--- config.mk ---
export PLATFORM = sky130hd
export DESIGN_NAME = dual_tone_gen
export DESIGN_NICKNAME = d
export VERILOG_FILES = /design/src/rtl/tone_pkg.sv /design/src/rtl/burst_timer.sv /design/src/rtl/tone_channel.sv /design/src/rtl/dual_tone_gen.sv
export SDC_FILE = /design/constraint.sdc
export NUM_CORES = 1
export LEC_CHECK = 0
export BUFFER_PORTS_ARGS = -buffer_cell sky130_fd_sc_hd__buf_2
export CAP_MARGIN = 20
export CORE_ASPECT_RATIO = 2
export CORE_MARGIN = 2
export CORE_UTILIZATION = 53
export DETAILED_ROUTE_END_ITERATION = 8
export PLACE_DENSITY = 0.71
export REMOVE_ABC_BUFFERS = 1
export SLEW_MARGIN = 20
export SYNTH_ARGS = -nofsm -noshare
export SYNTH_HDL_FRONTEND = slang
export SYNTH_SLANG_ARGS = --single-unit
--- constraint.sdc ---
create_clock -name clk -period 3 [get_ports clk]
set_input_delay 0.45 -clock clk [delete_from_list [all_inputs] [get_ports clk]]
set_output_delay 0.45 -clock clk [all_outputs]
set_load 0.02 [all_outputs]
--- src/rtl/tone_pkg.sv ---
package tone_pkg;
  localparam int unsigned DIV_W_DEF   = 8;
  localparam int unsigned HI_HALF     = 3;       // half period = 3 * divisor
  localparam int unsigned LO_HALF     = 6;       // half period = 6 * divisor
  localparam int unsigned MIN_DIV     = 3;       // smaller values silence a tone
  localparam int unsigned BURST_DEF   = 115200;  // 96 ms at 1.2 MHz
  localparam int unsigned N_TONES     = 2;       // index 0 = high group, 1 = low group
endpackage

--- src/rtl/burst_timer.sv ---
module burst_timer #(
  parameter int unsigned BURST_CYC = tone_pkg::BURST_DEF
) (
  input  logic clk,
  input  logic rst_n,
  input  logic start_i,
  output logic run_o
);
  localparam int unsigned CNT_W = $clog2(BURST_CYC + 1);

  logic [CNT_W-1:0] cnt_q, cnt_d;
  logic             run_q, run_d;

  always_comb begin
    cnt_d = cnt_q;
    run_d = run_q;
    if (start_i) begin
      run_d = 1'b1;
      cnt_d = CNT_W'(BURST_CYC - 1);
    end else if (run_q) begin
      if (cnt_q == '0) run_d = 1'b0;
      else             cnt_d = cnt_q - 1'b1;
    end
  end

  always_ff @(posedge clk or negedge rst_n) begin
    if (!rst_n) begin
      cnt_q <= '0;
      run_q <= 1'b0;
    end else begin
      cnt_q <= cnt_d;
      run_q <= run_d;
    end
  end

  assign run_o = run_q;

  p_start_runs_r3: assert property (@(posedge clk) disable iff (!rst_n)
    start_i |=> run_q);
  p_no_early_stop_r5: assert property (@(posedge clk) disable iff (!rst_n)
    (run_q && cnt_q != '0) |=> run_q);
endmodule

--- src/rtl/tone_channel.sv ---
module tone_channel #(
  parameter int unsigned DIV_W   = tone_pkg::DIV_W_DEF,
  parameter int unsigned HALF    = tone_pkg::HI_HALF,
  parameter int unsigned MIN_DIV = tone_pkg::MIN_DIV
) (
  input  logic             clk,
  input  logic             rst_n,
  input  logic [DIV_W-1:0] div_i,
  input  logic             run_i,
  output logic             tone_o,
  output logic             active_o
);
  localparam int unsigned CNT_W = $clog2(HALF * (1 << DIV_W) + 1);

  logic [CNT_W-1:0] cnt_q, cnt_d, half_m1;
  logic             tone_q, tone_d, act_q, act_d;
  logic             div_ok;

  assign div_ok  = (div_i >= DIV_W'(MIN_DIV));
  assign half_m1 = CNT_W'(HALF) * CNT_W'(div_i) - 1'b1;

  always_comb begin
    cnt_d  = cnt_q;
    tone_d = tone_q;
    act_d  = act_q;
    if (!act_q) begin
      cnt_d  = '0;
      tone_d = 1'b0;
      if (run_i && div_ok) begin
        act_d  = 1'b1;
        tone_d = 1'b1;
        cnt_d  = half_m1;
      end
    end else if (cnt_q != '0) begin
      cnt_d = cnt_q - 1'b1;
    end else if (!div_ok) begin
      act_d  = 1'b0;
      tone_d = 1'b0;
    end else if (tone_q && !run_i) begin
      act_d  = 1'b0;
      tone_d = 1'b0;
    end else begin
      tone_d = !tone_q;
      cnt_d  = half_m1;
    end
  end

  always_ff @(posedge clk or negedge rst_n) begin
    if (!rst_n) begin
      cnt_q  <= '0;
      tone_q <= 1'b0;
      act_q  <= 1'b0;
    end else begin
      cnt_q  <= cnt_d;
      tone_q <= tone_d;
      act_q  <= act_d;
    end
  end

  assign tone_o   = tone_q;
  assign active_o = act_q;

  p_edge_on_boundary_r7: assert property (@(posedge clk) disable iff (!rst_n)
    (tone_q != $past(tone_q)) |-> ($past(cnt_q) == '0));
  p_rise_needs_divisor_r6: assert property (@(posedge clk) disable iff (!rst_n)
    $rose(tone_q) |-> ($past(div_i) >= DIV_W'(MIN_DIV)));
  p_stop_on_fall_r4: assert property (@(posedge clk) disable iff (!rst_n)
    $fell(act_q) |-> (!tone_q && ($past(!run_i) || $past(div_i) < DIV_W'(MIN_DIV))));
  p_idle_is_low_r4: assert property (@(posedge clk) disable iff (!rst_n)
    !act_q |-> !tone_q);
endmodule

--- src/rtl/dual_tone_gen.sv ---
module dual_tone_gen #(
  parameter int unsigned DIV_W     = tone_pkg::DIV_W_DEF,
  parameter int unsigned BURST_CYC = tone_pkg::BURST_DEF
) (
  input  logic             clk,
  input  logic             rst_n,
  input  logic [DIV_W-1:0] hi_div_i,
  input  logic             hi_ld_i,
  input  logic [DIV_W-1:0] lo_div_i,
  input  logic             lo_ld_i,
  output logic             hi_tone_o,
  output logic             lo_tone_o,
  output logic             tone_on_o,
  output logic             busy_o
);
  import tone_pkg::*;

  logic [N_TONES-1:0][DIV_W-1:0] div_q;
  logic [N_TONES-1:0][DIV_W-1:0] div_new;
  logic [N_TONES-1:0]            div_en;
  logic [N_TONES-1:0]            tone, act;
  logic                          run;

  assign div_new = {lo_div_i, hi_div_i};
  assign div_en  = {lo_ld_i, hi_ld_i};

  burst_timer #(.BURST_CYC(BURST_CYC)) u_timer (
    .clk     (clk),
    .rst_n   (rst_n),
    .start_i (lo_ld_i),
    .run_o   (run)
  );

  for (genvar g = 0; g < N_TONES; g++) begin : g_tone
    localparam int unsigned HALF_G = (g == 0) ? HI_HALF : LO_HALF;

    always_ff @(posedge clk or negedge rst_n) begin
      if (!rst_n)         div_q[g] <= '0;
      else if (div_en[g]) div_q[g] <= div_new[g];
    end

    tone_channel #(.DIV_W(DIV_W), .HALF(HALF_G), .MIN_DIV(MIN_DIV)) u_chan (
      .clk      (clk),
      .rst_n    (rst_n),
      .div_i    (div_q[g]),
      .run_i    (run),
      .tone_o   (tone[g]),
      .active_o (act[g])
    );
  end

  assign hi_tone_o = tone[0];
  assign lo_tone_o = tone[1];
  assign tone_on_o = |act;
  assign busy_o    = run | (|act);

  p_low_load_busy_r3: assert property (@(posedge clk) disable iff (!rst_n)
    lo_ld_i |=> busy_o);
  p_high_load_alone_r10: assert property (@(posedge clk) disable iff (!rst_n)
    (!busy_o && !lo_ld_i) |=> !busy_o);
  p_tones_need_busy_r8: assert property (@(posedge clk) disable iff (!rst_n)
    (hi_tone_o || lo_tone_o) |-> tone_on_o);
endmodule

==> results by group, run 1 <==
Clock tree
  • Post-CTS Setup Inserts: 0
  • Longest Clk Path Bufs: 2
  • Clock latency on the worst-skew pair: 0.33 ns
  • CTS Root Cell: clkbuf_16
  • CTS Buf Count: 9
  • Clock slew at reported path FFs: 0.05 ns
  • CTS H-tree lvls: 3
  • CTS tree: yes
  • # hold bufs at CTS: 0
  • Clk sinks: 59
  • Post-CTS sizing: 0

Logic synthesis
  • Synth Register Bits: 59
  • Post-Syn Instances: 475
  • Largest area contributor in the netlist: dfrtp_1
  • Post-synth EDFFs: 0
  • Synth cell types: 59
  • Post-synth top flop: dfrtp_1
  • Share of the synthesized area in the top cell type: 34.9%
  • Post-synth ARST share: 100%
  • Synth warn: 0
  • Synth area leaders: dfrtp_1 (35%), ha_1 (11%), xnor2_1 (6.4%)
  • Register area share after synthesis: 34.9%
  • Synth Cell Area: 4230 sq um
  • Avg Inst Size Synth: 8.91 sq um

STA
  • Slew HR: 48.8%
  • Slew @ Worst Pin: 0.769 ns
  • Tmin final: 2.74 ns
  • Worst hold margin: 0.283 ns
  • Endpoints failing hold: 0
  • Max frequency: 365 MHz
  • Final WS setup: 0.258 ns
  • Final Max Tran Viols: 0
  • Total negative setup slack: 0 ns
  • Crit share post-route: 91.4%
  • RSZ-0062 raised after global routing: false
  • Final setup fails: 0
  • Clock skew: 0.00615 ns

GRT
  • Number of global-route vias before repair: 3095
  • First-pass GRT wire length: 14100 um
  • Largest net degree at the start of global routing: 60
  • Initial antenna violation count: 0
  • All-Layer GR Usage: 21.0%
  • Most Crowded Layer GR: met2
  • GR Overflow Total: 0
  • GR Layer Usage met3: 3.62%
  • M1 GR Usage: 28.2%
  • Met2 GRT Util: 32.8%

Worst setup path
  • R2r setup slk: 0.26 ns
  • Critical path data required time: 3.20 ns
  • Setup Crit Path Kind: flip-flop to flip-flop
  • Worst Setup End Kind: flip-flop
  • Delay-heaviest family, CP: simple AND/OR/NAND/NOR gates
  • Crit path DAT: 2.94 ns
  • CP startpoint kind: flip-flop
  • CP peak stage delay: 0.54 ns
  • Critical path buffer and inverter count: 0
  • Worst-path cell chain: ha_1, fa_1, a211o_1, a21oi_1, nor2_1, nor4b_1, and4_1, o31ai_1
  • Critical-path maximum fanout: 5
  • CP max-delay cell: nor4b_1

Placed design
  • Pre-CTS setup slack: 0.311 ns
  • Final HPWL DP: 5960 um
  • Buffers on Ports: 23
  • Placed cell area: 4450 sq um
  • GPL Wtd Cong: 0.806

Floorplanning
  • Ports: 24
  • Core ar.: 7830 sq um
  • Initial Util: 54.0%
  • Die area: 8760 sq um
  • Die Y: 130 um
  • Die X: 67.2 um
  • Cell Rows: 46

Run status
  • Status: finished, final reports clean

Finish
  • Area grow syn2layout: 12.2%
  • Most common cell after layout, fill and taps aside: dfrtp_1
  • Nets: 562
  • Commonest cells after routing, fill and taps aside: dfrtp_1 (59), inv_1 (46), o21ai_0 (43)
  • Design area: 4750 sq um
  • Diodes inserted: 0
  • Layout cells sized above 1: 11.3%
  • Fill cells: 706

Route
  • Drc violations: 0
  • Routed via count: 3375
  • Drt first pass iters: 4
  • DR WL/cell: 14.0 um
  • DR iter-0 viols: 225
  • Via density: 5.62
  • Post-route ant nets: 0
  • Drt total wl: 8390 um

Job
  • Maxcap violations: 0

Power
  • Pwr dens: 662 nW/um^2
  • Leak: 2.04 nW
  • Final Power: 3.14 mW
  • Max VDD drop: 367 uV

Worst hold path
  • Hold Path Class: primary input to asynchronous set/reset pin
through the flow:
stage	cells	util (%)
after floorplan	464	-
after CTS	601	60.7
after detailed placement	587	56.8
after global placement	587	56.8
final	601	60.7
after global routing	601	60.7
worst reg2reg max path: stages, from the launching register on:
cell and delay [ns]:
dfrtp_1 0.43, ha_1 0.28, fa_1 0.44, a211o_1 0.31, a21oi_1 0.18, nor2_1 0.09
nor4b_1 0.54, and4_1 0.28, o31ai_1 0.07
flip-flops by register name (all words and copies together) (netlist names):
register	count
g_tone.u_chan.cnt_q	21
g_tone.u_chan.active_o	2
g_tone.u_chan.tone_o	2
div_q	16
u_timer.cnt_q	17
u_timer.run_o	1
area by class of cell:
type	instances	area (sq um)	share of cell area [%]
inverter	46	173	3.64
sequential	59	1480	31.1
clock buffer	12	267	5.61
tap	96	120	2.53
clock inverter	2	35.0	0.738
multi-input combinational	359	2530	53.3
timing repair buffer	27	145	3.06
cells by family (layout without fill, tap and decap cells):
| group | after synthesis | in the layout | synth area share, % |
|---|---|---|---|
| AOI/OAI and AO/OA | 123 | 123 | 19.3 |
| xor gates and xnor gates | 42 | 42 | 8.70 |
| and+or+nand+nor | 152 | 152 | 19.1 |
| adders and majority gates | 40 | 40 | 12.2 |
| buffers and inverters | 57 | 87 | 5.24 |
| DFF | 59 | 59 | 34.9 |
| muxes | 2 | 2 | 0.532 |
power breakdown:
group          leakage (nW)  switching [mW]  internal (mW)
logic                  1.23           0.518          0.471
registers             0.664           0.160          0.958
clock network         0.151           0.340          0.698
total                  2.04            1.02           2.13
metal layers:
| layer | share of wire [%] | routed length [um] | up-vias |
|---|---|---|---|
| met2 | 47 | 3950 | 80 |
| met4 | 2.3 | 195 | 0 |
| li1 | - | - | 1732 |
| met1 | 47 | 3940 | 1548 |
| met3 | 3.5 | 294 | 15 |
| met5 | 0 | 0 | - |
path summary, 6_finish.rpt:
path                                  startpoint  cells past startpoint                          to
worst max-delay path                    div_q[8]                      8  g_tone[1].u_chan.cnt_q[10]
worst min-delay path                       rst_n                      2   g_tone[1].u_chan.cnt_q[5]
worst max register to register          div_q[8]                      8  g_tone[1].u_chan.cnt_q[10]
worst min register to register  u_timer.cnt_q[1]                      1            u_timer.cnt_q[1]
max in group asynchronous                  rst_n                      2   g_tone[0].u_chan.cnt_q[9]
min in group clk                     hi_div_i[0]                      3                    div_q[0]
cell usage after synthesis (4+ instances only):
library cell,number
nand3_1,11
or3_1,6
a21o_1,7
nand2_1,35
nor2_1,27
a31oi_1,7
a21oi_1,24
nor3_1,23
inv_1,46
nand2b_1,14
dfrtp_1,59
o22ai_1,5
ha_1,38
xnor2_1,31
xor2_1,11
o21ai_0,43
nor4_1,4
clkbuf_1,9
No activity file was read; power rests on OpenSTA's default activity.
==> run 2, diff against run 1 <==
--- a/config.mk
+++ b/config.mk
@@ -13,6 +13,7 @@
 export DETAILED_ROUTE_END_ITERATION = 8
 export PLACE_DENSITY = 0.71
 export REMOVE_ABC_BUFFERS = 1
+export SETUP_SLACK_MARGIN = 0.4
 export SLEW_MARGIN = 20
 export SYNTH_ARGS = -nofsm -noshare
 export SYNTH_HDL_FRONTEND = slang
==> results by group, run 2 (synthesis gave the netlist of run 1 again) <==
Finish
  • Design area: 4820 sq um
  • Diodes inserted: 0
  • Nets: 566
  • Commonest cells after routing, fill and taps aside: dfrtp_1 (59), inv_1 (46), o21ai_0 (43)
  • Most common cell after layout, fill and taps aside: dfrtp_1
  • Largest register by flop count: g_tone.u_chan.cnt_q
  • Biggest regs: g_tone.u_chan.cnt_q x21, u_timer.cnt_q x17, div_q x16
  • Max reg flops: 21
  • Layout cells sized above 1: 13.2%
  • Area grow syn2layout: 13.9%
  • Final Util: 61.6%
  • Finished Layout Cells: 605

GRT
  • Number of global-route vias before repair: 3109
  • Largest net degree at the start of global routing: 60
  • First-pass GRT wire length: 14200 um
  • GR Overflow Total: 0
  • All-Layer GR Usage: 21.1%
  • Initial antenna violation count: 0

STA
  • Worst hold margin: 0.263 ns
  • Final WS setup: 0.484 ns
  • Slew @ Worst Pin: 0.776 ns
  • Slew HR: 48.3%
  • Final setup fails: 0
  • Final Max Tran Viols: 0
  • Endpoints failing hold: 0
  • RSZ-0062 raised after global routing: true
  • Total negative setup slack: 0 ns
  • Tmin final: 2.52 ns
  • Max frequency: 398 MHz
  • Clock skew: 0.00712 ns
  • Crit share post-route: 83.9%

Power
  • Final Power: 3.17 mW
  • Leak: 2.07 nW
  • Max VDD drop: 368 uV
  • Pwr dens: 658 nW/um^2

Route
  • Drt first pass iters: 4
  • DR iter-0 viols: 216
  • Routed via count: 3371
  • Drt total wl: 8490 um
  • DR WL/cell: 14.0 um
  • Via density: 5.57
  • Post-route ant nets: 0
  • Drc violations: 0

Placed design
  • Pre-CTS setup slack: 0.311 ns
  • GPL Wtd Cong: 0.806
  • Buffers on Ports: 23
  • Post-placement cell count: 587
  • Final HPWL DP: 5960 um
  • Placed cell area: 4450 sq um

Clock tree
  • Longest Clk Path Bufs: 2
  • Clk sinks: 59
  • CTS Buf Count: 9
  • CTS Root Cell: clkbuf_16
  • CTS tree: yes
  • Clock slew at reported path FFs: 0.05 ns
  • # hold bufs at CTS: 0
  • CTS H-tree lvls: 3
  • Clock latency on the worst-skew pair: 0.33 ns

Worst setup path
  • Crit path DAT: 2.72 ns
  • Setup Crit Path Kind: flip-flop to flip-flop
  • CP startpoint kind: flip-flop
  • CP peak stage delay: 0.59 ns
  • CP max-delay cell: or4b_4
  • Critical path data required time: 3.20 ns
  • Crit path from: u_timer.cnt_q[8]
  • R2R Path Start: u_timer.cnt_q[8]
  • Worst-path cell chain: or4_4, or4b_4, o311ai_4, nor3_1, or3b_1
  • Worst Setup End Kind: flip-flop
  • Critical-path maximum fanout: 7

Floorplanning
  • Die Y: 130 um
  • Die area: 8760 sq um
  • Initial Util: 54.0%
  • Ports: 24
  • Core ar.: 7830 sq um
  • Die X: 67.2 um
  • Cell Rows: 46

Run status
  • Status: finished, final reports clean

Job
  • Maxcap violations: 0

Worst hold path
  • Hold Path Class: primary input to asynchronous set/reset pin
[run 2: changes by cell type in the layout (fill, tap and decap cells not counted), sizes merged]
cell  change
buf       +4
[run 2: worst max-delay path, delay by kind of cell (launching register included)]
kind,cells,cell delay (ns)
DFF,1,0.41
and+or+nand+nor,4,1.58
AOI/OAI and AO/OA,1,0.40
[run 2: timing repair]
item                       in CTS  in global routing
gates cloned                    0                  0
pin swaps                       0                  4
resized for setup               2                  6
setup endpoints to repair       3                  7
buffers inserted                0                  4
[run 2: cell type report]
cell class	count	area [sq um]
fillers	702	3010
inverters	46	173
multi-input cells	359	2570
clock buffers	12	267
clock inverters	2	35.0
repair buffers	31	175
flip-flops and latches	59	1480
well taps	96	120
[run 2: report_power, final]
| group | internal, mW | total, mW | switching (mW) |
|---|---|---|---|
| clock | 0.698 | 1.04 | 0.338 |
| combinational | 0.480 | 1.01 | 0.529 |
| sequential | 0.958 | 1.12 | 0.166 |
| total | 2.14 | 3.17 | 1.03 |
[run 2: final timing paths]
check,end,slack (ns),cells after the start
min in group clk,div_q[0],0.33,3
setup reg to reg,u_timer.cnt_q[7],0.48,5
max in group asynchronous,g_tone[0].u_chan.cnt_q[9],2.19,2
hold reg to reg,u_timer.cnt_q[1],0.51,1
hold / removal,g_tone[1].u_chan.cnt_q[5],0.26,2
setup / recovery,u_timer.cnt_q[7],0.48,5
[run 2: layer usage]
layer | up-vias | part of all wire [%] | global-route usage, %
met5 | - | 0 | 0
met4 | 0 | 2.1 | 9.36
met3 | 14 | 2.8 | 3.62
met2 | 58 | 47 | 33.0
met1 | 1562 | 48 | 28.3
li1 | 1737 | - | -
